$ cat config.mk
export PLATFORM = sky130hd
export DESIGN_NAME = pbus_periph_hub
export DESIGN_NICKNAME = d
export VERILOG_FILES = /design/src/rtl/pbus_pkg.sv /design/src/rtl/pbus_strobe_edge.sv /design/src/rtl/pbus_read_path.sv /design/src/rtl/pbus_write_decode.sv /design/src/rtl/pbus_periph_hub.sv
export SDC_FILE = /design/constraint.sdc
export NUM_CORES = 1
export LEC_CHECK = 0
export BUFFER_PORTS_ARGS = -buffer_cell sky130_fd_sc_hd__buf_2
export CAP_MARGIN = 10
export CORE_MARGIN = 5
export CORE_UTILIZATION = 43
export CTS_CLUSTER_SIZE = 20
export DETAILED_ROUTE_END_ITERATION = 6
export MAX_ROUTING_LAYER = met4
export PLACE_DENSITY_LB_ADDON = 0.08
export SYNTH_ARGS = -nofsm -noshare
export SYNTH_HDL_FRONTEND = slang
export SYNTH_SLANG_ARGS = --single-unit
$ cat constraint.sdc
create_clock -name clk -period 2.3 [get_ports clk]
set_clock_uncertainty 0.05 [all_clocks]
set_input_delay 0.345 -clock clk [delete_from_list [all_inputs] [get_ports clk]]
set_output_delay 0.345 -clock clk [all_outputs]
set_load 0.05 [all_outputs]
$ cat src/rtl/pbus_pkg.sv
package pbus_pkg;
  localparam int unsigned PB_AW  = 8;
  localparam int unsigned PB_DW  = 8;
  localparam int unsigned CNT_W  = 2 * PB_DW;
  localparam int unsigned CTRL_W = 4;

  typedef logic [PB_AW-1:0] pb_addr_t;
  typedef logic [PB_DW-1:0] pb_data_t;

  localparam pb_addr_t RD_REF_LO = 8'h00;
  localparam pb_addr_t RD_REF_HI = 8'h01;
  localparam pb_addr_t RD_LOC_LO = 8'h02;
  localparam pb_addr_t RD_LOC_HI = 8'h03;
  localparam pb_addr_t RD_FINE   = 8'h04;
  localparam pb_addr_t RD_FIFO   = 8'h08;
  localparam pb_addr_t RD_UDAT   = 8'h0C;
  localparam pb_addr_t RD_USTAT  = 8'h0D;
  localparam pb_addr_t WR_FIFO   = 8'h20;
  localparam pb_addr_t WR_CTRL   = 8'h21;

  function automatic logic rd_mapped(pb_addr_t a);
    return (a == RD_REF_LO) || (a == RD_REF_HI) || (a == RD_LOC_LO) ||
           (a == RD_LOC_HI) || (a == RD_FINE)   || (a == RD_FIFO)   ||
           (a == RD_UDAT)   || (a == RD_USTAT);
  endfunction
endpackage

$ cat src/rtl/pbus_strobe_edge.sv
module pbus_strobe_edge (
  input  logic clk,
  input  logic rst,
  input  logic strobe,
  output logic first
);
  logic strobe_q;

  always_ff @(posedge clk) begin
    if (rst) strobe_q <= 1'b0;
    else     strobe_q <= strobe;
  end

  assign first = strobe & ~strobe_q;
endmodule

$ cat src/rtl/pbus_read_path.sv
module pbus_read_path
  import pbus_pkg::*;
(
  input  logic               clk,
  input  logic               rst,
  input  pb_addr_t           addr,
  input  logic               rd_strobe,
  input  logic               rd_first,
  input  logic [CNT_W-1:0]   cnt_ref,
  input  logic [CNT_W-1:0]   cnt_loc,
  input  pb_data_t           fine_cnt,
  input  pb_data_t           fifo_rdata,
  input  pb_data_t           uart_data,
  input  pb_data_t           uart_stat,
  output pb_data_t           rd_data,
  output logic               fifo_pop
);
  localparam int unsigned NBYTES = CNT_W / PB_DW;

  pb_data_t ref_b [NBYTES];
  pb_data_t loc_b [NBYTES];

  for (genvar i = 0; i < NBYTES; i++) begin : g_split
    assign ref_b[i] = cnt_ref[i*PB_DW +: PB_DW];
    assign loc_b[i] = cnt_loc[i*PB_DW +: PB_DW];
  end

  pb_data_t sel_d;
  always_comb begin
    case (addr)
      RD_REF_LO: sel_d = ref_b[0];
      RD_REF_HI: sel_d = ref_b[1];
      RD_LOC_LO: sel_d = loc_b[0];
      RD_LOC_HI: sel_d = loc_b[1];
      RD_FINE:   sel_d = fine_cnt;
      RD_FIFO:   sel_d = fifo_rdata;
      RD_UDAT:   sel_d = uart_data;
      RD_USTAT:  sel_d = uart_stat;
      default:   sel_d = '0;
    endcase
  end

  pb_data_t rd_q;
  logic     pop_q;

  always_ff @(posedge clk) begin
    if (rst) begin
      rd_q  <= '0;
      pop_q <= 1'b0;
    end else begin
      if (!rd_strobe) rd_q <= sel_d;
      pop_q <= rd_first && (addr == RD_FIFO);
    end
  end

  assign rd_data  = rd_q;
  assign fifo_pop = pop_q;

  AST_RD_HOLD: assert property (@(posedge clk) disable iff (rst)
    rd_strobe |=> $stable(rd_data));
  AST_UNMAPPED_ZERO: assert property (@(posedge clk) disable iff (rst)
    (!rd_strobe && !rd_mapped(addr)) |=> (rd_data == '0));
  AST_POP_SINGLE: assert property (@(posedge clk) disable iff (rst)
    fifo_pop |=> !fifo_pop);
  AST_POP_CAUSE: assert property (@(posedge clk) disable iff (rst)
    fifo_pop |-> ($past(rd_strobe) && ($past(addr) == RD_FIFO)));
endmodule

$ cat src/rtl/pbus_write_decode.sv
module pbus_write_decode
  import pbus_pkg::*;
(
  input  logic              clk,
  input  logic              rst,
  input  pb_addr_t          addr,
  input  logic              wr_strobe,
  input  logic              wr_first,
  input  pb_data_t          wr_data,
  output logic              fifo_push,
  output pb_data_t          fifo_wdata,
  output logic [CTRL_W-1:0] ctrl_pulse
);
  logic              push_q;
  pb_data_t          wdata_q;
  logic [CTRL_W-1:0] ctrl_q;

  always_ff @(posedge clk) begin
    if (rst) begin
      push_q  <= 1'b0;
      wdata_q <= '0;
      ctrl_q  <= '0;
    end else begin
      push_q <= wr_first && (addr == WR_FIFO);
      if (wr_first && (addr == WR_FIFO)) wdata_q <= wr_data;
      ctrl_q <= (wr_first && (addr == WR_CTRL)) ? wr_data[CTRL_W-1:0] : '0;
    end
  end

  assign fifo_push  = push_q;
  assign fifo_wdata = wdata_q;
  assign ctrl_pulse = ctrl_q;

  AST_PUSH_SINGLE: assert property (@(posedge clk) disable iff (rst)
    fifo_push |=> !fifo_push);
  AST_PUSH_CAUSE: assert property (@(posedge clk) disable iff (rst)
    fifo_push |-> ($past(wr_strobe) && ($past(addr) == WR_FIFO)));
  AST_CTRL_IDLE: assert property (@(posedge clk) disable iff (rst)
    !$past(wr_strobe) |-> (ctrl_pulse == '0));
  AST_CTRL_SINGLE: assert property (@(posedge clk) disable iff (rst)
    (ctrl_pulse != '0) |=> (ctrl_pulse == '0));
endmodule

$ cat src/rtl/pbus_periph_hub.sv
module pbus_periph_hub
  import pbus_pkg::*;
(
  input  logic        clk,
  input  logic        rst,
  input  logic [7:0]  port_addr,
  input  logic        rd_strobe,
  input  logic        wr_strobe,
  input  logic [7:0]  wr_data,
  output logic [7:0]  rd_data,
  input  logic [15:0] cnt_ref,
  input  logic [15:0] cnt_loc,
  input  logic [7:0]  fine_cnt,
  input  logic [7:0]  fifo_rdata,
  input  logic [7:0]  uart_data,
  input  logic [7:0]  uart_stat,
  output logic        fifo_pop,
  output logic        fifo_push,
  output logic [7:0]  fifo_wdata,
  output logic [3:0]  ctrl_pulse
);
  logic rd_first, wr_first;

  pbus_strobe_edge u_rd_edge (
    .clk(clk), .rst(rst), .strobe(rd_strobe), .first(rd_first)
  );

  pbus_strobe_edge u_wr_edge (
    .clk(clk), .rst(rst), .strobe(wr_strobe), .first(wr_first)
  );

  pbus_read_path u_read (
    .clk(clk), .rst(rst), .addr(port_addr), .rd_strobe(rd_strobe),
    .rd_first(rd_first), .cnt_ref(cnt_ref), .cnt_loc(cnt_loc),
    .fine_cnt(fine_cnt), .fifo_rdata(fifo_rdata), .uart_data(uart_data),
    .uart_stat(uart_stat), .rd_data(rd_data), .fifo_pop(fifo_pop)
  );

  pbus_write_decode u_write (
    .clk(clk), .rst(rst), .addr(port_addr), .wr_strobe(wr_strobe),
    .wr_first(wr_first), .wr_data(wr_data), .fifo_push(fifo_push),
    .fifo_wdata(fifo_wdata), .ctrl_pulse(ctrl_pulse)
  );

  AST_ACCESS_EXCL: assert property (@(posedge clk) disable iff (rst)
    !(fifo_pop && fifo_push));
endmodule

======== Word-level counts from Yosys, hierarchy flattened ========
Cells that the tools add are included.
storage, ports and cells
  bits in read-only memories .............. 0
  memory bits (writable) .................. 0
  memories kept ........................... 0
  bits of input ports ..................... 84
  output and inout bits ................... 22
  latch bits .............................. 0
  logic and storage cells ................. 27
  flip-flop bits (word level) ............. 24
cells by class
  shifts and indexed selects .............. 0
  mux-type cells .......................... 1
  multiply operators ...................... 0
  $add $sub $neg .......................... 0
  divide/modulo/power cells ............... 0
  reduce and logical (&&, ||, !) cells .... 5
  magnitude comparators ................... 0
  eq/ne operators ......................... 9
  bitwise operators ....................... 5
operators by type and width
  kind                                            count
  one-hot mux 8 bit (8 select lines)              1
  == test 8 x 4 -> 1 bit (second input constant)  3
  == test 8 x 2 -> 1 bit (second input constant)  2
  == test 8 x 6 -> 1 bit (second input constant)  2
  == test 8 x 1 -> 1 bit (second input constant)  1
  == test 8 x 3 -> 1 bit (second input constant)  1
  logical NOT 8 bit                               1
  logical AND 1 bit                               3
  inverter 1 bit                                  3
  bitwise AND 1 bit                               2
  OR reduction 2 bit                              1

======== Depth between registers and ports, before layout ========
Gate-level depths: netlist of the first run.
  depth after elaboration ................. 5
  gate-level depth with buffers ........... 6
  depth with buffers taken out ............ 4

======== Cells and area by module ========
Synthesis of the first run repeated with hierarchy kept, for this count alone.
unflattened totals
  cell total of the unflattened synthesis .. 137
  area total of the unflattened synthesis .. 1521.5 um^2
modules (own cells, without submodules)
  module             times used  cells an instance  seq. area each (um^2)  area each (um^2)
  pbus_read_path     1           84                 180.2                  892.1
  pbus_write_decode  1           47                 260.2                  534.3
  pbus_strobe_edge   2           3                  20.0                   47.5

======== Least setup slack after synthesis of the first run ========
Ideal clock, no wire load.
  path type ............................... in2reg
  start point ............................. in port_addr[0]
  end point ............................... reg u_read.rd_q[5] (netlist: u_read.rd_data[5])
  slack ................................... 0.751 ns
  library setup time ...................... 0.122 ns
  data required time ...................... 2.128 ns
  path buffers ............................ 2
  arrival time ............................ 1.377 ns
  stages .................................. 6
  cells stage by stage .................... buf_6 > buf_8 > mux2_4 > a32oi_1 > o21ai_1 > a221o_1
between the ends
  cells in the longest elaborated chain, start to end .. 2
  elaborated cells on any way between the ends .. 9
  classes of those cells .................. 7 x eq/ne; 1 x mux; 1 x reduce/logical
ends and longest elaborated chain
  element                                         line                  source
  start, declared                                 pbus_periph_hub.sv:6  input logic [7:0] port_addr,
  == test 8 x 4 -> 1 bit (tied with other cells)  pbus_read_path.sv:30  case (addr)
  one-hot mux 8 bit (8 select lines) *            pbus_read_path.sv:30
  end signal, assigned                            pbus_read_path.sv:51  if (!rd_strobe) rd_q <= sel_d;
  end, declared                                   pbus_read_path.sv:43  pb_data_t rd_q;
Mark *: on every way between the ends. The rest lies on a longest branch, timed or not.
A chain may end at the register's enable or synchronous reset.

======== Worst setup path after layout of the first run ========
  start point ............................. reg u_wr_edge.strobe_q
  end point ............................... reg u_write.wdata_q[6] (netlist: u_write.fifo_wdata[6])
between the ends
  cells in the longest elaborated chain, start to end .. 3
ends and longest elaborated chain
  element                 line                     source
  start, declared         pbus_strobe_edge.sv:7    logic strobe_q;
  start signal, assigned  pbus_strobe_edge.sv:11   else strobe_q <= strobe;
  inverter 1 bit          pbus_strobe_edge.sv:14   assign first = strobe & ~strobe_q;
  bitwise AND 1 bit       pbus_strobe_edge.sv:14
  logical AND 1 bit       pbus_write_decode.sv:25  if (wr_first && (addr == WR_FIFO)) wdata_q <= wr_data;
  end signal, assigned    pbus_write_decode.sv:25
  end, declared           pbus_write_decode.sv:15  pb_data_t wdata_q;
Every way passes these cells.

==> impl_metrics.ini, run 1 <==
[outcome]
status = finished clean

[critical_path]
crit_path_end = u_write.fifo_wdata[6]$_SDFFE_PP0P_
cp.depth = 4
cp_data_required_time_ps = 2450
path_max_fanout = 8
rrSetupSlack_ps = 730
slowest_stage = and4b_1
regToRegStartpoint = u_wr_edge.strobe_q$_SDFF_PP0_
crit_path_start_kind = flop
cp-startpoint = u_wr_edge.strobe_q$_SDFF_PP0_
r2r_end = u_write.fifo_wdata[6]$_SDFFE_PP0P_
arrival_ps = 1710
critPathTopFamily = simple AND/OR/NAND/NOR gates
crit_buf_inv = 0
critPathMaxStageDelay_ps = 550
reg2regPathDepth = 4
path_class = reg -> reg
crit_chain = nor4b_1 > and4b_1 > mux2i_1 > nor2_1
critPathCaptureType = flop

[timing]
hold_viol = 0
drv_slew = 0
finalSetupTns_ps = 0
finalCriticalPeriod_ps = 1570
rsz0062_at_grt = no
fin_crit_sh_pct = 68.1
worstMarginPinSlew_ps = 676
finalSetupViolations = 0
holdWs_ps = 194
relSlewSlack_pct = 54.8
fmax_mhz = 638
worst_slack_ps = 733

[cts]
postCtsSetupRepairBufs = 0
clk_pin_slew_worst_paths_ps = 130
cts_made_buffers = 3
cts_tree = built
clockRootBuffer = clkbuf_4
clkLatencyLatePin_ps = 300
clockBufferDepth = 2
postCtsHoldBufs = 0
cts_sinks = 24
cts_resized = 0
cts_max_level = 1

[global_route]
met2_usage_pct = 28.3
track_usage_pct = 16.6
use_met3_pct = 1.64
met1_usage_pct = 20.4
grt_max_degree = 19
grt_pass1_wl_mm = 5.84
busiest_layer = met2
antenna_found_initial = 0
overflow = 0
grt_pass1_vias = 1400

[die]
initial_core_util_pct = 44.0
dieArea_sq_um = 4620
die_h_microns = 68.0
ios = 106
core_area_sq_um = 3280
die_w_microns = 68.0
num_rows = 21

[finish]
final_area_sq_um = 1990
finalNetCount = 328
multiInputGateArea_sq_um = 865
fillers = 318
final-seq-area_sq_um = 480
antenna_cells = 0
drive_gt1_share_pct = 51.0
area_growth_pct = 37.7

[synth]
syn-instance-count = 144
ys_seq_area_share_pct = 33.2
yosysWarnings = 0
synth-seq-cells = 24
yosysTopAreaCell = dfxtp_1
synth_cell_types = 40
synth_top_area_share_pct = 33.2
ys_top_cells_by_area = dfxtp_1 (33%), mux2i_1 (9.0%), mux4_2 (7.8%)
avgSynthCellArea_sq_um = 10.0
syn_nets = 228
syn_area_sq_um = 1450

[detailed_routing]
via_per_inst = 5.09
ant_nets = 0
dr.pass1.iters = 4
drt_iter0_markers = 37
via_count = 1471
drc_errors = 0
wl_per_cell_microns = 12.9
drt-total-wl_mm = 3.74

[pwr]
power_mw = 0.807
power.leakage_nw = 0.971
peakVddDrop_mv = 0.192
power.density_nw_per_um2 = 406

[min_path]
min_from = wr_data[3]
hp-class = in -> reg
whs_path_depth = 2

[placement]
pre_cts_slack_ps = 459
place_congestion = 0.825
place_area_sq_um = 1950
io_buffers = 105
dpl.hpwl_mm = 3.12

[job]
drv_cap = 0
-- stage by stage --
stage | util (%) | instances
final | 60.6 | 289
after detailed placement | 59.5 | 285
after global placement | 59.5 | 285
after floorplan | - | 144
after CTS | 60.6 | 289
after global routing | 60.6 | 289
-- power breakdown --
| group | internal [mW] | leakage (nW) | switching, mW |
|---|---|---|---|
| registers | 0.418 | 0.194 | 0.00112 |
| logic | 0.0991 | 0.756 | 0.0761 |
| clock network | 0.0965 | 0.0210 | 0.116 |
-- cell usage in the layout (no fill, tap or decap), drive strengths merged, types with 2 or more instances in the layout --
cell,n
buf,108
and2,5
a221o,4
a22o,3
a221oi,2
clkbuf,4
a22oi,3
mux2i,13
a32oi,2
mux4,6
dfxtp,24
a31oi,3
nor3,2
o21ai,3
nand2,2
nor3b,6
nand3,8
a21oi,4
and3b,2
mux2,5
nor2,17
nor2b,3
o211ai,3
nor4b,2
-- synthesized netlist by cell type, drive strengths merged --
| master | number |
|---|---|
| a221oi | 2 |
| nor2b | 3 |
| clkbuf | 2 |
| mux2i | 13 |
| a22oi | 3 |
| and3b | 2 |
| nand3 | 8 |
| nand4 | 1 |
| nor4b | 2 |
| o21ai | 3 |
| a21o | 1 |
| buf | 11 |
| a32oi | 2 |
| dfxtp | 24 |
| a31oi | 3 |
| inv | 1 |
| a221o | 4 |
| o211a | 1 |
| a21oi | 4 |
| and4 | 1 |
| nor3b | 6 |
| and4b | 1 |
| o2111a | 1 |
| nor4bb | 1 |
| a22o | 3 |
| nor2 | 17 |
| o211ai | 3 |
| nand2 | 2 |
| mux2 | 5 |
| nor3 | 2 |
| mux4 | 6 |
| nor4 | 1 |
| and2 | 5 |
-- layout make-up --
cell class	count	share of cell area [%]
multi-input cells	106	43.4
repair buffers	108	27.5
flip-flops and latches	24	24.1
well taps	46	2.89
clock buffers	4	1.82
inverters	1	0.189
-- per-layer routing --
metal | part of all wire (%) | up-vias
met5 | 0 | -
met4 | 0.75 | 0
met3 | 9.3 | 4
met2 | 47 | 70
met1 | 43 | 644
li1 | - | 753
-- cells by family (layout without fill, tap and decap cells) --
group | Yosys count | after routing | synth area share (%)
AND/OR/NAND/NOR | 52 | 52 | 21.2
multiplexers | 24 | 24 | 22.8
AO/OA/AOI/OAI | 30 | 30 | 15.8
flip-flops | 24 | 24 | 33.2
buffers and inverters | 14 | 113 | 6.93
-- registers in the layout (all words and copies together), names as in the netlist --
register / count
u_rd_edge.strobe_q: 1
u_wr_edge.strobe_q: 1
u_read.fifo_pop: 1
u_write.ctrl_pulse: 4
u_write.fifo_wdata: 8
u_read.rd_data: 8
u_write.fifo_push: 1
-- worst min-delay path by stage --
stage | endpoint | slack [ps]
2_1_floorplan | u_write.ctrl_pulse[0]$_SDFF_PP0_ | 420
4_1_cts | u_write.ctrl_pulse[0]$_SDFF_PP0_ | 190
5_1_grt | u_write.ctrl_pulse[3]$_SDFF_PP0_ | 180
3_3_place_gp | u_read.rd_data[6]$_SDFFE_PP0N_ | 410
6_report | u_write.ctrl_pulse[3]$_SDFF_PP0_ | 190
3_5_place_dp | u_read.rd_data[6]$_SDFFE_PP0N_ | 410
Power figures use the tool's default switching activity.
==> run 2, diff against run 1 <==
- ABC_AREA: unset -> 1
- CORE_UTILIZATION: 43 -> 38
- clock period: 2.3 -> 1.4 ns (I/O delays scaled with it)
==> run 2 against run 1 <==
First-iteration DRC count grew to 2.5 times the previous value; register-to-register slack got worse by 510 ps; maximum frequency increased by 33%; setup slack worse by 510 ps; sequential share of layout area down 3.1 points; via count rose by 35%; synthesized area increased by 11%; critical endpoint is now u_write.fifo_wdata[1]$_SDFFE_PP0P_.
==> impl_metrics.ini, run 2 <==
[die]
ios = 106
die_h_microns = 75.0
dieArea_sq_um = 5620
die_w_microns = 75.0
core_area_sq_um = 4060
initial_core_util_pct = 39.5
num_rows = 23

[cts]
clockRootBuffer = clkbuf_8
clockBufferDepth = 2
cts_resized = 0
cts_made_buffers = 3
clk_pin_slew_worst_paths_ps = 80
cts_max_level = 1
cts_sinks = 24
postCtsSetupRepairBufs = 0
postCtsHoldBufs = 0
cts_tree = built
clkLatencyLatePin_ps = 260

[pwr]
power_mw = 1.33
peakVddDrop_mv = 0.484
power.density_nw_per_um2 = 584
power.leakage_nw = 1.34

[global_route]
track_usage_pct = 18.9
grt_max_degree = 41
grt_pass1_vias = 1907
antenna_found_initial = 0
grt_pass1_wl_mm = 8.13
overflow = 0

[synth]
yosysWarnings = 0
syn_nets = 348
syn_area_sq_um = 1600
avgSynthCellArea_sq_um = 6.08
ys_top_cells_by_area = dfxtp_1 (30%), nand2_1 (20%), nand3_1 (18%)
syn-instance-count = 264
synth_cell_types = 21
async_reset_ff_share_pct = 0
ys_seq_area_share_pct = 30.0
synth-edff-count = 0
synth_ff_type = dfxtp_1
synth_top_area_share_pct = 30.0
yosysTopAreaCell = dfxtp_1
yosysMostFrequentCell = nand2_1
synth-seq-cells = 24
synthTopCellsByCount = nand2_1 (86), nand3_1 (59), nor2_1 (26), dfxtp_1 (24), inv_1 (18)

[timing]
drv_slew = 0
finalSetupViolations = 0
fmax_mhz = 847
hold_viol = 0
finalCriticalPeriod_ps = 1180
worst_slack_ps = 220
fin_crit_sh_pct = 84.3
relSlewSlack_pct = 61.8
rsz0062_at_grt = no
worstMarginPinSlew_ps = 570

[detailed_routing]
via_count = 1979
via_per_inst = 4.68
dr.pass1.iters = 4
drt-total-wl_mm = 5.07
wl_per_cell_microns = 12.0
drt_iter0_markers = 94
ant_nets = 0
drc_errors = 0

[placement]
io_buffers = 105
dpl.hpwl_mm = 4.15
placed_cells = 420
pre_cts_slack_ps = -22.5
place_congestion = 0.888

[finish]
final_cell_mix = buf_2 (105), nand2_1 (86), nand3_1 (59), nor2_1 (26), dfxtp_1 (24)
area_growth_pct = 42.4
drive_gt1_share_pct = 37.8
multiInputGateArea_sq_um = 986
fin_cells = 423
final_common_cell = buf_2
antenna_cells = 0
final-seq-area_sq_um = 480
fillers = 419
finalNetCount = 459

[critical_path]
arrival_ps = 1290
critPathCaptureType = flop
cp_data_required_time_ps = 1510
path_class = reg -> reg
path_max_fanout = 16
crit_path_start_kind = flop

[outcome]
status = finished clean

[job]
drv_cap = 0

[min_path]
hp-class = in -> reg
run 2: cell count changes in the layout (fill, tap and decap cells not counted), sizes merged, moves of 4 or more:
| cell | delta |
|---|---|
| nand2 | +88 |
| mux4 | -6 |
| mux2 | -5 |
| and2 | -5 |
| mux2i | -13 |
| a21oi | +4 |
| buf | +5 |
| nand3 | +52 |
| inv | +23 |
| nor2 | +22 |
| a221o | -4 |
| o21ai | +5 |
| nor3b | -6 |
run 2: cells by family after synthesis:
group	after synthesis	synth area share, %
AO/OA/AOI/OAI	16	4.99
buffers and inverters	31	8.58
flip-flops	24	30.0
AND/OR/NAND/NOR	193	56.5
run 2: final timing paths:
| path | start | endpoint | slack, ps | cells past startpoint |
|---|---|---|---|---|
| worst min register to register | u_rd_edge.strobe_q$_SDFF_PP0_ | u_read.fifo_pop$_SDFF_PP0_ | 350 | 1 |
| worst max-delay path | u_wr_edge.strobe_q$_SDFF_PP0_ | u_write.fifo_wdata[1]$_SDFFE_PP0P_ | 220 | 5 |
| worst max register to register | u_wr_edge.strobe_q$_SDFF_PP0_ | u_write.fifo_wdata[1]$_SDFFE_PP0P_ | 220 | 5 |
| worst min-delay path | rst | u_read.fifo_pop$_SDFF_PP0_ | 110 | 2 |
run 2: final cells by class:
class | instances | share of cell area (%)
inverter | 24 | 3.95
tap | 50 | 2.74
multi-input combinational | 209 | 43.2
clock buffer | 3 | 1.81
timing repair buffer | 113 | 27.3
sequential | 24 | 21.0
run 2: worst max-delay path: stages, from the launching register on:
cell and delay (ps):
dfxtp_1 310, nor2_1 160, nand4_2 160, buf_12 180, o21ai_0 150, a21oi_1 60
run 2: layer usage:
| metal | global-route usage [%] | vias to the layer above | part of all wire, % |
|---|---|---|---|
| li1 | - | 1063 | - |
| met1 | 23.4 | 838 | 42 |
| met2 | 33.0 | 76 | 49 |
| met3 | 3.20 | 2 | 8.4 |
| met4 | 2.17 | 0 | 0.38 |
| met5 | - | - | 0 |
run 2: power by group:
part           switching [mW]  internal (mW)
Sequential            0.00134          0.685
Clock                   0.208          0.192
Combinational           0.129          0.116
Total                   0.339          0.994
run 2: stage by stage:
stage | hold slack [ps] | util (%) | area, sq um | setup TNS [ps]
global placement | 331 | 55.3 | 2240 | 0
CTS | 112 | 56.3 | 2280 | 0
detailed placement | 336 | 55.3 | 2240 | -58.9
global route | 112 | 56.3 | 2280 | 0
floorplan | 237 | - | 1600 | 0
finish | 113 | 56.3 | 2280 | 0
==> run 3, diff against run 2 <==
- CORE_UTILIZATION: 38 -> 42
- clock period: 1.4 -> 1.1 ns (I/O delays scaled with it)
==> run 3 against run 2 <==
Via count grew 10%; clock power grew 21%; largest cell class unchanged; largest power group unchanged; non-clock buffer count grew 24; routed wire length grew 11%.
==> impl_metrics.ini, run 3 (synthesis results as in run 2) <==
[global_route]
overflow = 0
track_usage_pct = 20.3
grt_pass1_vias = 1850
grt_max_degree = 54
antenna_found_initial = 0
grt_pass1_wl_mm = 8.22

[critical_path]
crit_chain = buf_6 > inv_4 > nand2_4 > nor2_4 > buf_12 > buf_6 > nand2_2 > nand3_2 > nor2_4 > nor2_8 > nand2_1 > nand2_1
arrival_ps = 1210
r2r_end = u_write.fifo_wdata[0]$_SDFFE_PP0P_
rrSetupSlack_ps = 50
critPathMaxStageDelay_ps = 170
crit_path_start_kind = input port
regToRegStartpoint = u_wr_edge.strobe_q$_SDFF_PP0_
path_max_fanout = 8
slowest_stage = nor2_8
cp_data_required_time_ps = 1250
path_class = in -> reg
reg2regPathDepth = 5
critPathCaptureType = flop

[pwr]
power.density_nw_per_um2 = 660
power.leakage_nw = 1.52
power_mw = 1.78
peakVddDrop_mv = 0.702

[timing]
finalCriticalPeriod_ps = 1060
fin_crit_sh_pct = 96.2
rsz0062_at_grt = yes
relSlewSlack_pct = 63.0
drv_slew = 0
worstMarginPinSlew_ps = 553
finalSetupViolations = 0
hold_viol = 0
fmax_mhz = 945

[min_path]
whs_path_depth = 3
hp-class = in -> reg
min_from = wr_data[0]
whs_endpoint = u_write.ctrl_pulse[0]$_SDFF_PP0_

[cts]
clockRootBuffer = clkbuf_8
clockBufferDepth = 2
postCtsHoldBufs = 0
clk_pin_slew_worst_paths_ps = 70
cts_tree = built
cts_sinks = 24
cts_made_buffers = 3
clkLatencyLatePin_ps = 260
cts_max_level = 1

[detailed_routing]
drt_iter0_markers = 76
highest_layer = met4
wl_per_cell_microns = 12.6
drt-met1-wl_mm = 2.29
drc_errors = 0
drt-total-wl_mm = 5.61
via_per_inst = 4.91
ant_nets = 0
route.met2.wl_mm = 2.84
dr_wl_met3_microns = 438
via_count = 2185
dr.pass1.iters = 6

[placement]
dpl.hpwl_mm = 4.29
io_buffers = 105
place_congestion = 0.924

[finish]
finalNetCount = 483
final_util_pct = 73.1
drive_gt1_share_pct = 45.3
area_growth_pct = 68.2
final_cell_mix = buf_2 (85), nand2_1 (76), nand3_1 (59), dfxtp_1 (24), nor2_1 (22)
final_common_cell = buf_2
antenna_cells = 0

[die]
die_h_microns = 71.8
die_w_microns = 71.8
num_rows = 22
initial_core_util_pct = 43.5
core_area_sq_um = 3690
ios = 106
dieArea_sq_um = 5160

[outcome]
status = finished clean

[job]
drv_cap = 0
==> run 3: layout make-up <==
class / instances / area [sq um]
fill: 340 / 991
clock buffer: 3 / 41.3
tap: 48 / 60.1
multi-input combinational: 209 / 1050
sequential: 24 / 480
timing repair buffer: 137 / 968
inverter: 24 / 92.6
==> run 3: timing repair <==
action                     in CTS  in global routing
setup endpoints to repair       8                 30
pin swaps                       2                 16
cloned                          0                  3
gates resized for setup         2                 50
buffers inserted                0                  3
==> run 3: worst max-delay path: cells and delay by family <==
family | cells | cell delay, ps
buffers and inverters | 4 | 400
AND/OR/NAND/NOR | 8 | 650
==> run 3: metrics by stage <==
stage               area (sq um)  TNS, ps  setup WS [ps]  hold WS, ps  cells
floorplan                   1610        0           3.60          192    264
global placement            2410    -3050           -215          330    436
detailed placement          2410    -3210           -237          337    436
CTS                         2460        0           12.5         73.5    439
global route                2700     -144          -38.5         82.1    445
finish                      2700        0           41.7         77.8    445
==> run 3: how the worst max path moves through the flow <==
stage	start	endpoint
after floorplan	u_wr_edge.strobe_q$_SDFF_PP0_	u_write.fifo_wdata[6]$_SDFFE_PP0P_
after global placement	port_addr[1]	u_read.rd_data[4]$_SDFFE_PP0N_
after detailed placement	port_addr[3]	u_read.rd_data[1]$_SDFFE_PP0N_
after CTS	u_read.rd_data[6]$_SDFFE_PP0N_	rd_data[6]
after global routing	port_addr[1]	u_read.rd_data[4]$_SDFFE_PP0N_
final	port_addr[4]	u_read.rd_data[7]$_SDFFE_PP0N_
==> run 3: metal layers <==
layer	vias to the layer above	GRT usage [%]
li1	1117	-
met1	967	25.4
met2	93	35.3
met3	8	3.23
met4	0	2.51
met5	-	-
==> run 3: report_power, final <==
group / leakage (nW) / switching (mW) / internal [mW]
sequential: 0.194 / 0.00222 / 0.873
combinational: 1.30 / 0.201 / 0.218
clock: 0.0216 / 0.241 / 0.244
